<file path="config.mk">
export PLATFORM = sky130hd
export DESIGN_NAME = prio_chain
export DESIGN_NICKNAME = d
export VERILOG_FILES = /design/src/rtl/prio_enc_pkg.sv /design/src/rtl/prio_stage.sv /design/src/rtl/prio_merge.sv /design/src/rtl/prio_chain.sv
export SDC_FILE = /design/constraint.sdc
export NUM_CORES = 1
export LEC_CHECK = 0
export BUFFER_PORTS_ARGS = -buffer_cell sky130_fd_sc_hd__buf_4
export CAP_MARGIN = 20
export CORE_AREA = 4 4 41 43
export DETAILED_ROUTE_END_ITERATION = 6
export DIE_AREA = 0 0 45 47
export PLACE_DENSITY = 0.42
export SYNTH_ARGS = -nofsm -noshare
export SYNTH_HDL_FRONTEND = slang
export SYNTH_SLANG_ARGS = --single-unit
</file>
<file path="constraint.sdc">
create_clock -name vclk -period 1.1
set_input_delay 0 -clock vclk [all_inputs]
set_output_delay 0 -clock vclk [all_outputs]
set_load 0.01 [all_outputs]
</file>
<file path="src/rtl/prio_enc_pkg.sv">
package prio_enc_pkg;

    localparam int LANES  = 8;
    localparam int LANE_W = $clog2(LANES);

    typedef logic [LANES-1:0]  lane_vec_t;
    typedef logic [LANE_W-1:0] lane_idx_t;

    // Result of one eight-lane stage
    typedef struct packed {
        lane_idx_t idx;   // highest active lane
        logic      grp;   // some lane active while enabled
        logic      pass;  // enabled and idle: enables next stage
    } stage_res_t;

    // Highest set lane; later iterations overwrite earlier ones
    function automatic lane_idx_t top_lane(input lane_vec_t v);
        lane_idx_t r;
        r = '0;
        for (int i = 0; i < LANES; i++) begin
            if (v[i]) r = LANE_W'(i);
        end
        return r;
    endfunction

    function automatic int upper_width(input int stages);
        return (stages > 1) ? $clog2(stages) : 1;
    endfunction

endpackage

</file>
<file path="src/rtl/prio_stage.sv">
module prio_stage
    import prio_enc_pkg::*;
(
    input  lane_vec_t  req,
    input  logic       en_in,
    output stage_res_t res
);

    always_comb begin
        res = '0;
        if (en_in) begin
            if (|req) begin
                res.grp = 1'b1;
                res.idx = top_lane(req);
            end else begin
                res.pass = 1'b1;
            end
        end
    end

endmodule

</file>
<file path="src/rtl/prio_merge.sv">
module prio_merge
    import prio_enc_pkg::*;
#(
    parameter int STAGES = 2,
    localparam int HW    = upper_width(STAGES)
) (
    input  stage_res_t        st [STAGES],
    output lane_idx_t         lo,
    output logic [HW-1:0]     hi,
    output logic              grp
);

    // At most one stage reports, so OR-merging is exact
    always_comb begin
        lo  = '0;
        hi  = '0;
        grp = 1'b0;
        for (int s = 0; s < STAGES; s++) begin
            lo  = lo | st[s].idx;
            grp = grp | st[s].grp;
            if (st[s].grp) hi = hi | HW'(s);
        end
    end

endmodule

</file>
<file path="src/rtl/prio_chain.sv">
module prio_chain
    import prio_enc_pkg::*;
#(
    parameter int STAGES  = 2,
    localparam int REQ_W  = LANES * STAGES,
    localparam int UPW    = (STAGES > 1) ? $clog2(STAGES) : 0,
    localparam int OUT_W  = LANE_W + UPW,
    localparam int HW     = upper_width(STAGES)
) (
    input  logic [REQ_W-1:0] req,
    input  logic             en_in,
    output logic [OUT_W-1:0] idx,
    output logic             grp,
    output logic             en_out
);

    logic [STAGES:0] en_link;
    stage_res_t      st [STAGES];
    lane_idx_t       lo;
    logic [HW-1:0]   hi;

    assign en_link[STAGES] = en_in;

    // Top stage first; each enable output feeds the stage below
    for (genvar s = 0; s < STAGES; s++) begin : g_stage
        prio_stage u_stage (
            .req   (req[s*LANES +: LANES]),
            .en_in (en_link[s+1]),
            .res   (st[s])
        );
        assign en_link[s] = st[s].pass;
    end

    prio_merge #(.STAGES(STAGES)) u_merge (
        .st  (st),
        .lo  (lo),
        .hi  (hi),
        .grp (grp)
    );

    if (UPW > 0) begin : g_wide
        assign idx = {hi[UPW-1:0], lo};
    end else begin : g_single
        assign idx = lo;
    end

    assign en_out = en_link[0];

endmodule

</file>
* After elaboration in Yosys (flattened, before gate mapping)
Index checks and enable logic that the tools add are counted.
** Word-level totals
- Input bits :: 17
- Output and inout bits :: 6
- Word-level logic and storage cells :: 25
- Flip-flop bits (word level) :: 0
** Operators by class
- Reductions and logical operators :: 2
- Bitwise gates (word level) :: 2
- Muxes and demuxes :: 21
** Operator list (count)
- 3-bit 2-to-1 mux :: 8
- 8-bit OR reduction :: 2
- 5-bit 2-to-1 mux :: 2
- 2-bit 2-to-1 mux :: 4
- 4-bit 2-to-1 mux :: 2
- 1-bit 2-to-1 mux :: 5
- 3-bit bitwise OR :: 1
- 1-bit bitwise OR :: 1

* Longest topological paths before layout
- Depth in word-level cells :: 11
- Mapped depth :: 5
- Depth with buffers taken out :: 4

* Modules after synthesis
Synthesis repeated with hierarchy kept, for this count alone.
** Second synthesis, totals
- Cells, all modules :: 38
- Area, all modules :: 250.2 µm²
** By module, submodules not included
- prio_stage :: cells each 16, seq. area each 0.0 µm², times used 2, area an instance 105.1 µm²
- prio_merge :: cells each 5, seq. area each 0.0 µm², times used 1, area an instance 32.5 µm²
- prio_chain :: cells each 1, seq. area each 0.0 µm², times used 1, area an instance 7.5 µm²

* Worst setup path before layout
OpenSTA, ideal clock, no wires.
- Path kind :: input port to output port
- From :: in req[9]
- To :: out idx[1]
- Stages on the path :: 4
- Path buffers :: 0
- Required time :: 1.100 ns
- Path slack :: 0.381 ns
- Arrival :: 0.719 ns
- Path through :: nor4_4 > nand3_2 > nand2b_4 > o22ai_2
** Between the ends
- Longest elaborated chain between the ends :: 5
- Elaborated cells between the ends (all ways) :: 6
- Classes of those cells :: mux (4); bitwise (1); reduce/logical (1)
** Ends and longest elaborated chain
- from (decl) :: line prio_chain.sv:10 : input logic [REQ_W-1:0] req,
- 8-bit OR reduction (*) :: line prio_stage.sv:12 : if (|req) begin
- 1-bit 2-to-1 mux :: line prio_stage.sv:12
- 5-bit 2-to-1 mux (*) :: line prio_stage.sv:11 : if (en_in) begin
- 5-bit 2-to-1 mux :: line prio_stage.sv:11
- 3-bit bitwise OR (*) :: line prio_merge.sv:19 : lo = lo | st[s].idx;
- to (decl) :: line prio_chain.sv:12 : output logic [OUT_W-1:0] idx,
Mark *: on every way between the ends. The rest lies on a longest branch, timed or not.

* Final worst setup path
Same ends and word-level chain as after synthesis.

==> impl_metrics.prom <==
# TYPE chip_impl_metric gauge
chip_impl_info{name="outcome",value="completed"} 1
chip_impl_metric{name="area_of_the_mapped_netlist",unit="um^2"} 239
chip_impl_info{name="post-synth-top-area-cell",value="sky130_fd_sc_hd__nor4_4"} 1
chip_impl_metric{name="share_of_power_burned_in_the_clock_network",unit="%"} 0
chip_impl_metric{name="grt_antenna_before_repair",unit=""} 0
chip_impl_metric{name="synth_nets",unit=""} 50
chip_impl_metric{name="post_synth_num_cell_types",unit=""} 15
chip_impl_info{name="synth_top_cells_by_area",value="sky130_fd_sc_hd__nor4_4 (18%), sky130_fd_sc_hd__o22ai_2 (10%), sky130_fd_sc_hd__a21oi_1 (8.4%), sky130_fd_sc_hd__nand3_2 (8.4%), sky130_fd_sc_hd__nor3_1 (8.4%)"} 1
chip_impl_metric{name="power.share.switching",unit="%"} 44.4
chip_impl_metric{name="ctsResizeCount",unit=""} 0
chip_impl_metric{name="sequential_power_share",unit="%"} 0
chip_impl_metric{name="finalSetupViolCount",unit=""} 0
chip_impl_metric{name="final.hold.worst_slack",unit="ps"} 353
chip_impl_info{name="hold_class",value="input port to output pin"} 1
chip_impl_info{name="setup.worst_path.end",value="idx[1]"} 1
chip_impl_metric{name="final_hold_viol_count",unit=""} 0
chip_impl_metric{name="dr_total_vias",unit=""} 316
chip_impl_metric{name="multiInputGateArea",unit="um^2"} 213
chip_impl_info{name="timing.critical_path.to_type",value="output pin"} 1
chip_impl_metric{name="seq_cells",unit=""} 0
chip_impl_metric{name="totalPowerFinal",unit="uW"} 139
chip_impl_metric{name="placement.io_buffers",unit=""} 23
chip_impl_metric{name="powerDensity",unit="nW/um^2"} 329
chip_impl_metric{name="layout-drive-gt1-share",unit="%"} 58.2
chip_impl_metric{name="yosysSeqAreaShare",unit="%"} 0
chip_impl_metric{name="final_layout_clock_buffer_total",unit=""} 0
chip_impl_metric{name="rows",unit=""} 13
chip_impl_metric{name="drc_violation_count_after_routing",unit=""} 0
chip_impl_metric{name="timing.fmax",unit="MHz"} 1010
chip_impl_metric{name="worstPathArrival",unit="ps"} 990
chip_impl_metric{name="initial_utilization",unit="%"} 18.4
chip_impl_metric{name="grt_pass1_wl",unit="mm"} 1.15
chip_impl_metric{name="global_route.usage.total",unit="%"} 6.77
chip_impl_metric{name="setup_total_negative_slack",unit="ps"} 0
chip_impl_metric{name="die_x",unit="um"} 45
chip_impl_metric{name="coreArea",unit="um^2"} 1300
chip_impl_metric{name="switchingPower",unit="uW"} 61.7
chip_impl_info{name="rsz0062_at_grt",value="false"} 1
chip_impl_metric{name="syn-mean-instance-area",unit="um^2"} 7.24
chip_impl_metric{name="detailedRoute.firstIterationViolations",unit=""} 3
chip_impl_metric{name="hpwlAfterDp",unit="um"} 704
chip_impl_metric{name="avgViaCountPerCell",unit=""} 4.51
chip_impl_metric{name="synth_top_area_share",unit="%"} 17.8
chip_impl_metric{name="floorplan.die.height",unit="um"} 47
chip_impl_metric{name="num-nets-final",unit=""} 74
chip_impl_metric{name="cts_hold_repair.buffers",unit=""} 0
chip_impl_metric{name="synth.yosys.warnings",unit=""} 0
chip_impl_metric{name="detail_route.first_pass.iterations",unit=""} 4
chip_impl_metric{name="internal_cell_power",unit="uW"} 77.4
chip_impl_metric{name="worst_slew_pin_slew",unit="ps"} 293
chip_impl_info{name="crit_start",value="req[9]"} 1
chip_impl_metric{name="routed_wire_length_per_instance",unit="um"} 10.8
chip_impl_metric{name="post_cts.repair.setup_buffers",unit=""} 0
chip_impl_metric{name="gr-total-overflow",unit=""} 0
chip_impl_metric{name="ant_nets",unit=""} 0
chip_impl_metric{name="combPwrFrac",unit="%"} 100.0
chip_impl_metric{name="maxSlewViolCount",unit=""} 0
chip_impl_info{name="criticalPathCategory",value="input port to output pin"} 1
chip_impl_metric{name="num_antenna_cells",unit=""} 0
chip_impl_metric{name="fillerInstances",unit=""} 163
chip_impl_info{name="setup.worst_path.start_class",value="input port"} 1
chip_impl_metric{name="first_global_vias",unit=""} 313
chip_impl_metric{name="power.static_leakage",unit="uW"} 0.000197
chip_impl_metric{name="sequential_cell_area",unit="um^2"} 0
chip_impl_metric{name="postSynthCellCount",unit=""} 33
chip_impl_metric{name="gp_routability_congestion",unit=""} 0.662
chip_impl_metric{name="area.growth.synth_to_final",unit="%"} 77.0
chip_impl_metric{name="vdd.ir_drop.worst",unit="mV"} 0.0863
chip_impl_metric{name="design.die.area",unit="um^2"} 2120
chip_impl_metric{name="routed_wirelength",unit="um"} 758
chip_impl_metric{name="ios",unit=""} 23
chip_impl_metric{name="worst_slew_margin_rel",unit="%"} 80.3
chip_impl_info{name="synthTopCellsByCount",value="sky130_fd_sc_hd__inv_1 (5), sky130_fd_sc_hd__a21oi_1 (4), sky130_fd_sc_hd__nor2_1 (4), sky130_fd_sc_hd__nor3_1 (4), sky130_fd_sc_hd__nand2_1 (3)"} 1
chip_impl_metric{name="maxcap_violations",unit=""} 0
chip_impl_metric{name="grt_start_max_net_pins",unit=""} 5
chip_impl_info{name="yosys.cell_count.top_type",value="sky130_fd_sc_hd__inv_1"} 1
chip_impl_metric{name="data_required_time_at_the_worst_endpoint",unit="ps"} 1100
chip_impl_metric{name="timing.critical_path.fanout_max",unit=""} 3
chip_impl_metric{name="final.period_utilization",unit="%"} 90.0
chip_impl_metric{name="min_period",unit="ps"} 990
per-stage QoR:
stage / instances / setup WS, ps / utilization (%) / cell area [um^2]
3_3_place_gp: 70 / 107 / 32.5 / 423
3_5_place_dp: 70 / 95.4 / 32.5 / 423
2_1_floorplan: 33 / 381 / - / 239
6_report: 70 / 110 / 32.5 / 423
5_1_grt: 70 / 12.7 / 32.5 / 423
4_1_cts: 70 / 92.7 / 32.5 / 423
placed cells by master (no fill, tap or decap), drive strengths merged:
master	count
a21boi	1
a21oi	4
buf	23
inv	5
nand2	3
nand2b	2
nand3	2
nor2	4
nor3	4
nor4	3
o22ai	2
o31a	2
worst min-delay path by stage:
stage / startpoint / endpoint / depth (start not counted)
2_1_floorplan: en_in / en_out / 2
3_3_place_gp: en_in / en_out / 4
3_5_place_dp: en_in / en_out / 4
4_1_cts: en_in / en_out / 4
5_1_grt: en_in / en_out / 4
6_report: en_in / en_out / 4
metal layers:
layer  up-vias  global-route usage (%)  part of all wire, %
met5         -                       0                    0
met4         0                       0                    0
met3         0                    1.15                   13
met2        18                    13.6                   47
met1       135                    7.87                   40
li1        163                       -                    -
critical path: stages:
cell	delay, ps
sky130_fd_sc_hd__buf_4	120
sky130_fd_sc_hd__nor4_4	330
sky130_fd_sc_hd__nand3_2	130
sky130_fd_sc_hd__nand2b_4	170
sky130_fd_sc_hd__o22ai_2	100
sky130_fd_sc_hd__buf_4	140
power by group through the flow:
stage,Combinational [uW],Sequential [uW],Clock [uW]
floorplan,51.2,0,0
global placement,142,0,0
detailed placement,141,0,0
CTS,141,0,0
global route,151,0,0
finish,139,0,0
cells by family after synthesis:
| logic type | count (synthesis) | share of synthesized area (%) |
|---|---|---|
| AO/OA/AOI/OAI | 9 | 29.8 |
| buffers and inverters | 6 | 11.0 |
| AND/OR/NAND/NOR | 18 | 59.2 |
cell type report:
class	instances	area share, %
Inverter	5	4.44
Multi-Input combinational cell	27	50.3
Tap cell	15	4.44
Timing Repair Buffer	23	40.8
(Power assumes the default switching activity.)
